### src/rtl/bt_pkg.sv
package bt_pkg;
  localparam int ADDR_W    = 16;
  localparam int OFS_W     = 8;
  localparam int SEG_OPW   = 8;
  localparam int TRAPNUM_W = 7;

  typedef enum logic [2:0] {
    BR_ABS = 3'd0,
    BR_REL = 3'd1,
    BR_IND = 3'd2,
    BR_SEG = 3'd3,
    BR_VEC = 3'd4
  } br_mode_e;

  typedef enum logic [1:0] {
    CSP_HOLD  = 2'd0,
    CSP_LOAD  = 2'd1,
    CSP_CLEAR = 2'd2
  } csp_op_e;

  // address of the instruction after the current one
  function automatic logic [ADDR_W-1:0] f_next_ip(input logic [ADDR_W-1:0] ip,
                                                   input logic dword);
    return ip + (dword ? ADDR_W'(4) : ADDR_W'(2));
  endfunction

  // word displacement scaled to bytes, sign extended, wraps in segment
  function automatic logic [ADDR_W-1:0] f_rel_target(input logic [ADDR_W-1:0] nxt,
                                                      input logic [OFS_W-1:0] ofs);
    logic [ADDR_W-1:0] disp;
    disp = {{(ADDR_W-OFS_W-1){ofs[OFS_W-1]}}, ofs, 1'b0};
    return nxt + disp;
  endfunction

  // double-word vector slot
  function automatic logic [ADDR_W-1:0] f_vec_target(input logic [TRAPNUM_W-1:0] num);
    return {{(ADDR_W-TRAPNUM_W-2){1'b0}}, num, 2'b00};
  endfunction
endpackage

### src/rtl/bt_target_calc.sv
module bt_target_calc
  import bt_pkg::*;
(
  input  logic [ADDR_W-1:0]    ip_q,
  input  logic                 br_valid,
  input  logic [2:0]           br_mode,
  input  logic                 ins_dword,
  input  logic [ADDR_W-1:0]    op_addr,
  input  logic [OFS_W-1:0]     op_rel,
  input  logic [TRAPNUM_W-1:0] op_trap,
  input  logic [ADDR_W-1:0]    reg_val,
  output logic [ADDR_W-1:0]    ip_nxt,
  output csp_op_e              csp_op,
  output logic                 odd_fault
);
  logic [ADDR_W-1:0] seq_ip;
  logic [ADDR_W-1:0] cand;
  logic              cand_chk;
  br_mode_e          mode;

  assign mode   = br_mode_e'(br_mode);
  assign seq_ip = f_next_ip(ip_q, ins_dword);

  always_comb begin
    ip_nxt    = seq_ip;
    csp_op    = CSP_HOLD;
    cand      = '0;
    cand_chk  = 1'b0;
    odd_fault = 1'b0;
    if (br_valid) begin
      unique case (mode)
        BR_ABS: begin cand = op_addr; cand_chk = 1'b1; end
        BR_REL: ip_nxt = f_rel_target(seq_ip, op_rel);
        BR_IND: begin cand = reg_val; cand_chk = 1'b1; end
        BR_SEG: begin cand = op_addr; cand_chk = 1'b1; csp_op = CSP_LOAD; end
        BR_VEC: begin ip_nxt = f_vec_target(op_trap); csp_op = CSP_CLEAR; end
        default: ip_nxt = seq_ip;
      endcase
      if (cand_chk) begin
        if (cand[0]) begin
          odd_fault = 1'b1;
          ip_nxt    = ip_q;
          csp_op    = CSP_HOLD;
        end else begin
          ip_nxt = cand;
        end
      end
    end
  end
endmodule

### src/rtl/bt_seg_trim.sv
module bt_seg_trim
  import bt_pkg::*;
#(
  parameter int SEG_W = 8
) (
  input  logic [SEG_OPW-1:0] seg_in,
  output logic [SEG_W-1:0]   seg_out
);
  generate
    if (SEG_W < SEG_OPW) begin : g_narrow
      assign seg_out = seg_in[SEG_W-1:0];
    end else if (SEG_W == SEG_OPW) begin : g_full
      assign seg_out = seg_in;
    end else begin : g_wide
      assign seg_out = {{(SEG_W-SEG_OPW){1'b0}}, seg_in};
    end
  endgenerate
endmodule

### src/rtl/bt_trap_pulse.sv
module bt_trap_pulse (
  input  logic clk,
  input  logic rst_n,
  input  logic fault,
  output logic req
);
  always_ff @(posedge clk or negedge rst_n) begin
    if (!rst_n) req <= 1'b0;
    else        req <= fault;
  end
endmodule

### src/rtl/branch_pc_unit.sv
module branch_pc_unit
  import bt_pkg::*;
#(
  parameter int NUM_SEGS = 256,
  localparam int SEG_W   = (NUM_SEGS > 1) ? $clog2(NUM_SEGS) : 1
) (
  input  logic                 clk,
  input  logic                 rst_n,
  input  logic                 br_valid,
  input  logic [2:0]           br_mode,
  input  logic                 ins_dword,
  input  logic [ADDR_W-1:0]    op_addr,
  input  logic [OFS_W-1:0]     op_rel,
  input  logic [SEG_OPW-1:0]   op_seg,
  input  logic [TRAPNUM_W-1:0] op_trap,
  input  logic [ADDR_W-1:0]    reg_val,
  output logic [ADDR_W-1:0]    ip_o,
  output logic [SEG_W-1:0]     csp_o,
  output logic                 trap_req_o
);
  logic [ADDR_W-1:0] ip_q;
  logic [ADDR_W-1:0] ip_nxt;
  logic [SEG_W-1:0]  csp_q;
  logic [SEG_W-1:0]  seg_trim;
  csp_op_e           csp_op;
  logic              odd_fault;

  bt_target_calc u_calc (
    .ip_q      (ip_q),
    .br_valid  (br_valid),
    .br_mode   (br_mode),
    .ins_dword (ins_dword),
    .op_addr   (op_addr),
    .op_rel    (op_rel),
    .op_trap   (op_trap),
    .reg_val   (reg_val),
    .ip_nxt    (ip_nxt),
    .csp_op    (csp_op),
    .odd_fault (odd_fault)
  );

  bt_seg_trim #(.SEG_W(SEG_W)) u_trim (
    .seg_in  (op_seg),
    .seg_out (seg_trim)
  );

  bt_trap_pulse u_trap (
    .clk   (clk),
    .rst_n (rst_n),
    .fault (odd_fault),
    .req   (trap_req_o)
  );

  always_ff @(posedge clk or negedge rst_n) begin
    if (!rst_n) ip_q <= '0;
    else        ip_q <= ip_nxt;
  end

  always_ff @(posedge clk or negedge rst_n) begin
    if (!rst_n) begin
      csp_q <= '0;
    end else begin
      unique case (csp_op)
        CSP_LOAD:  csp_q <= seg_trim;
        CSP_CLEAR: csp_q <= '0;
        default:   csp_q <= csp_q;
      endcase
    end
  end

  assign ip_o  = ip_q;
  assign csp_o = csp_q;
endmodule

### config.mk
export PLATFORM = sky130hd
export DESIGN_NAME = branch_pc_unit
export DESIGN_NICKNAME = d
export VERILOG_FILES = /design/src/rtl/bt_pkg.sv /design/src/rtl/bt_target_calc.sv /design/src/rtl/bt_seg_trim.sv /design/src/rtl/bt_trap_pulse.sv /design/src/rtl/branch_pc_unit.sv
export SDC_FILE = /design/constraint.sdc
export NUM_CORES = 1
export LEC_CHECK = 0
export CAP_MARGIN = 10
export CORE_AREA = 2 2 86 88
export CTS_CLUSTER_DIAMETER = 40
export DETAILED_ROUTE_END_ITERATION = 12
export DIE_AREA = 0 0 88 90
export PLACE_DENSITY = 0.76
export SLEW_MARGIN = 20
export SYNTH_ARGS = -nofsm -noshare
export SYNTH_HDL_FRONTEND = slang
export SYNTH_SLANG_ARGS = --single-unit
export TNS_END_PERCENT = 20
### constraint.sdc
create_clock -name clk -period 3.1 [get_ports clk]
set_input_delay 0.62 -clock clk [delete_from_list [all_inputs] [get_ports clk]]
set_output_delay 0.62 -clock clk [all_outputs]
set_load 0.03 [all_outputs]
# Word level (Yosys, flattened, before mapping)
# Cells that the tools add are included.
dict set report totals {
  register_bits 25
  out_inout_bits 25
  wordCells 33
}
dict set report classes {
  add_sub_neg 2
  n_mux 17
  eq_ne 7
  n_reduce_logical 4
}
# cell n
set op_table {}
lappend op_table {{$mux W16} 4}
lappend op_table {{$pmux W16 S2} 2}
lappend op_table {{$add A16 B16 Y16} 2}
lappend op_table {{$pmux W8 S2} 1}
lappend op_table {{$eq A3 B2 Y1 const B} 2}
lappend op_table {{$mux W2} 3}
lappend op_table {{$mux W1} 5}
lappend op_table {{$pmux W2 S2} 1}
lappend op_table {{$eq A3 B1 Y1 const B} 1}
lappend op_table {{$eq A3 B3 Y1 const B} 1}
lappend op_table {{$logic_not A3 Y1} 1}
lappend op_table {{$mux W3} 1}
lappend op_table {{$ne A3 B3 Y1 const B} 1}
lappend op_table {{$reduce_or A3 Y1} 1}
lappend op_table {{$eq A2 B1 Y1 const B} 1}
lappend op_table {{$eq A2 B2 Y1 const B} 1}
lappend op_table {{$reduce_bool A2 Y1} 1}
lappend op_table {{$reduce_or A2 Y1} 1}

# Longest topological paths before layout
dict set report logic_depth {
  word_depth 9
  depth_mapped 15
  ltp_nobuf 14
}

# Modules after synthesis
# A second synthesis with hierarchy kept.
dict set report hier_totals {
  hier_cells 341
  area_unflattened_um2 2707.6
}
# mod area_each_um2 instances cells_per_inst seq_area_each_um2
set modules_own_cells {}
lappend modules_own_cells {bt_target_calc 1871.8 1 282 0.0}
lappend modules_own_cells {branch_pc_unit 750.7 1 50 600.6}
lappend modules_own_cells {bt_seg_trim 60.1 1 8 0.0}
lappend modules_own_cells {bt_trap_pulse 25.0 1 1 25.0}

# Least setup slack after synthesis
# No wires, ideal clock.
dict set report synth_timing {
  path_type {input port to flip-flop}
  from {in ins_dword}
  to {reg ip_q[15] (netlist: ip_o[15])}
  n_path_buf 1
  arrival_time_ps 3325
  cell_stages 15
  slack_ps -355
  path_cell_list {inv_1 > ha_1 > fa_1 > and3_1 > nand3_4 > or3_1 > nand2_1 > ha_1 > buf_4 > a31o_2 > a2111oi_0 > a2111oi_2 > o211ai_1 > and4bb_1 > nor3_2}
}
dict set report synth_via {
  elab_chain_len 6
}
# item line
set synth_lines {}
lappend synth_lines {{start, declared} branch_pc_unit.sv:11} ;# input logic ins_dword,
lappend synth_lines {{$mux W3 *} bt_pkg.sv:24} ;# return ip + (dword ? ADDR_W'(4) : ADDR_W'(2));
lappend synth_lines {{$add A16 B16 Y16 *} bt_pkg.sv:24}
lappend synth_lines {{$add A16 B16 Y16} bt_pkg.sv:32} ;# return nxt + disp;
lappend synth_lines {{$pmux W16 S2} bt_target_calc.sv:31} ;# unique case (mode)
lappend synth_lines {{$mux W16} bt_target_calc.sv:39} ;# if (cand_chk) begin
lappend synth_lines {{$mux W16 *} bt_target_calc.sv:30} ;# if (br_valid) begin
lappend synth_lines {{end signal, assigned} branch_pc_unit.sv:56} ;# else ip_q <= ip_nxt;
lappend synth_lines {{end, declared} branch_pc_unit.sv:21} ;# logic [ADDR_W-1:0] ip_q;
# Every way passes the cells marked *; elsewhere a longest branch is shown, timed or not.
# A chain may end at the register's enable or synchronous reset.

# Final worst setup path
# Ends and elaborated chain as after synthesis.

==> impl_metrics.csv <==
group,metric,value,unit
finish,syn_to_final_growth,54.26,%
clock_network,cts_tree,"yes",
clock_network,insertion_delay,0.27,ns
placed_design,pre_cts_slack,-0.8693,ns
finish,final_nets,621,
logic_synthesis,ys_types,69,
die,num_rows,31,
pwr,p_sw,1.415,mW
logic_synthesis,ys_seq_area_share,20.14,%
setup_path,critPathLaunchType,"input pin",
pwr,share_seq_of_total_power,16.2,%
grt,overflow,0,
setup_path,cp_top_family,"simple AND/OR/NAND/NOR gates",
logic_synthesis,synth_most_common_cell,"nand2_1",
setup_path,critPathKind,"input pin to flip-flop",
run,maxCapViolCount,0,
die,core,0.007020,mm^2
grt,antenna_found_initial,0,
clock_network,clkTransAtPathRegs,0.09,ns
finish,final_core_util,65.51,%
placed_design,hpwl,8328,um
finish,drive_gt1_share,23.01,%
pwr,peakVddDrop,0.2494,mV
die,fp.dieW,88,um
logic_synthesis,syn_area,0.002982,mm^2
grt,track_usage,25.57,%
outcome,outcome,"finished, violations left",
logic_synthesis,synth_seq_cells,24,
die,die-height,90,um
die,boundaryPins,87,
clock_network,cts_hold_repair.buffers,0,
worst_hold_path,hp-start,"csp_o[1]",
detailed_routing,routedWlPerCell,16.13,um
logic_synthesis,synth_common_cells,"nand2_1, o21ai_0, a21oi_1, nor2_1, dfrtp_1",
clock_network,clockBufferDepth,2,
logic_synthesis,synth-edff-count,0,
grt,grt_pass1_wl,16390,um
logic_synthesis,synth_top_area_cell,"dfrtp_1",
setup_path,cp-end-kind,"flip-flop",
setup_path,cp_slowest_cell,"or3_4",
pwr,cellLeakagePower,2.007,nW
detailed_routing,finalWirelength,10290,um
detailed_routing,drtPass1Iterations,8,
placed_design,place.gp.congestion,0.9755,
setup_path,arrival,3.38,ns
setup_path,crit_path_max_fanout,5,
pwr,p_clk_share,7.2,%
sta,fin_crit_sh,103.9,%
clock_network,ctsHtreeMaxLevel,1,
pwr,intPower,1.692,mW
finish,fin_cells,638,
clock_network,cts_buffers,3,
logic_synthesis,synthFlopType,"dfrtp_1",
pwr,power_density,675.6,mW/mm^2
setup_path,worstPathRequired,3.26,ns
setup_path,path_cells,"buf_8 -> inv_4 -> ha_4 -> fa_2 -> and3_4 -> nand3_4 -> or3_4 -> nand2_4 -> ha_4 -> a211o_1 -> or3_1 -> o211ai_1 -> and4bb_1 -> nor3_2",
detailed_routing,viasPerCell,5.638,
finish,fillers,603,
worst_hold_path,min_path_type,"flip-flop to flip-flop",
logic_synthesis,syn_inst,394,
pwr,combinationalPowerShare,76.6,%
logic_synthesis,yosysTopAreaCellShare,20.14,%
sta,setup_viol,1,
logic_synthesis,ys_async_sr_fraction,100.0,%
logic_synthesis,postSynthAreaPerCell,7.568,um^2
pwr,switching_share,45.54,%
logic_synthesis,yosys_warnings,0,
sta,hold_ws,0.4982,ns
sta,rsz0062_at_grt,"true",
detailed_routing,routed-via-count,3597,
placed_design,dp_cells,628,
finish,diodes,0,
logic_synthesis,syn-num-nets,475,
placed_design,port_buffers,85,
sta,fin_crit,3.220,ns
grt,grt_pass1_vias,3459,
sta,fmax,0.3105,GHz
outcome,violations,"negative setup slack",
sta,fin_worst_skew,0.001148,ns
die,die-area,0.007920,mm^2
sta,hold_viol,0,
detailed_routing,drt_iter0_markers,249,
setup_path,crit_buf_inv,2,
detailed_routing,ant_nets,0,
die,initial_core_util,42.47,%
setup_path,worst_path_largest_cell_delay,0.39,ns
setup_path,cpMostUsedCell,"ha_4",
grt,grt_start_max_net_pins,25,
logic_synthesis,synth_area_leaders,"dfrtp_1, ha_1, o21ai_0",
sta,slew_viol_final,0,
sta,worst_slack,-0.1204,ns
setup_path,cp-startpoint,"ins_dword",
clock_network,cts_sinks,24,
detailed_routing,drc,0,
clock_network,clock_tree.root_cell,"clkbuf_8",
setup_path,r2r_start,"ip_o[1]",
## timing repair
item	CTS	global route
cloned	0	0
endpoints found under the setup margin	11	7
setup buffers	6	0
resized for setup	22	11
pin swaps	16	0
## kinds of logic after synthesis
logic type | count (synthesis) | synth area share, %
multiplexers | 15 | 5.413
XOR/XNOR | 19 | 5.581
AND/OR/NAND/NOR | 152 | 26.82
buffers and inverters | 33 | 5.245
other | 1 | 0.1258
AO/OA/AOI/OAI | 131 | 28.20
flip-flops | 24 | 20.14
adder cells (fa/ha/maj) | 19 | 8.477
## registers in the layout, summed over array words and instances, names as in the netlist
register / count
u_trap.req: 1
ip_o: 15
csp_o: 8
## power by group through the flow
| stage | clock (mW) | combinational, mW | sequential [mW] |
|---|---|---|---|
| finish | 0.223 | 2.38 | 0.504 |
| global route | 0.235 | 2.55 | 0.517 |
| CTS | 0.224 | 2.34 | 0.501 |
| detailed placement | 0 | 2.28 | 0.504 |
| global placement | 0 | 2.23 | 0.502 |
| floorplan | 0 | 1.08 | 0.703 |
## path summary, 6_finish.rpt
path,endpoint,slack (ns),cells past startpoint
min in group asynchronous,ip_o[2],0.71,2
setup reg to reg,ip_o[15],-0.10,12
setup / recovery,ip_o[15],-0.12,14
hold reg to reg,csp_o[1],0.50,2
hold / removal,csp_o[1],0.50,2
max in group asynchronous,ip_o[13],2.14,2
## layout by cell type (no fill, tap or decap), types with 11 or more instances in the layout
cell type        Yosys  final
clkdlybuf4s50_1      0     84
nand2b_1            15     15
nand2_1             44     43
nor2_1              27     23
o211ai_1            11     11
a21oi_1             34     33
dfrtp_1             24     24
o21ai_0             39     35
nand3_1             11     11
ha_1                17     14
buf_4                2     78
## layout make-up
cell class              instances  area, um^2  area share (%)
clock buffers                   4       55.05           1.197
inverters                      11       43.79          0.9521
multi-input cells             337        2335           50.76
flip-flops and latches         24       600.6           13.06
well taps                      99       123.9           2.693
repair buffers                163        1441           31.34
## worst register-to-register path, delay by kind of cell, from the launching register on
family                     cells  cell delay, ns
AOI/OAI and AO/OA              3            0.78
DFF                            1            0.43
xor gates and xnor gates       1            0.11
and+or+nand+nor                5            0.99
adders and majority gates      3            0.78
## metrics by stage
| stage | power (mW) | cell area [um^2] | TNS [ns] |
|---|---|---|---|
| after floorplan | 1.781 | 2995 | -0.2843 |
| after global placement | 2.735 | 4395 | -6.994 |
| after detailed placement | 2.784 | 4395 | -7.800 |
| after CTS | 3.061 | 4572 | -0.03712 |
| after global routing | 3.303 | 4599 | -0.4268 |
| final | 3.107 | 4599 | -0.1204 |
## layer usage
layer,vias to the layer above,wire length [um],GRT usage (%)
met1,1691,4564,35.57
met4,0,115,4.487
met5,-,0,0
met3,12,639,3.306
met2,156,4971,42.49
li1,1738,-,-
No activity file was read; power rests on OpenSTA's default activity.
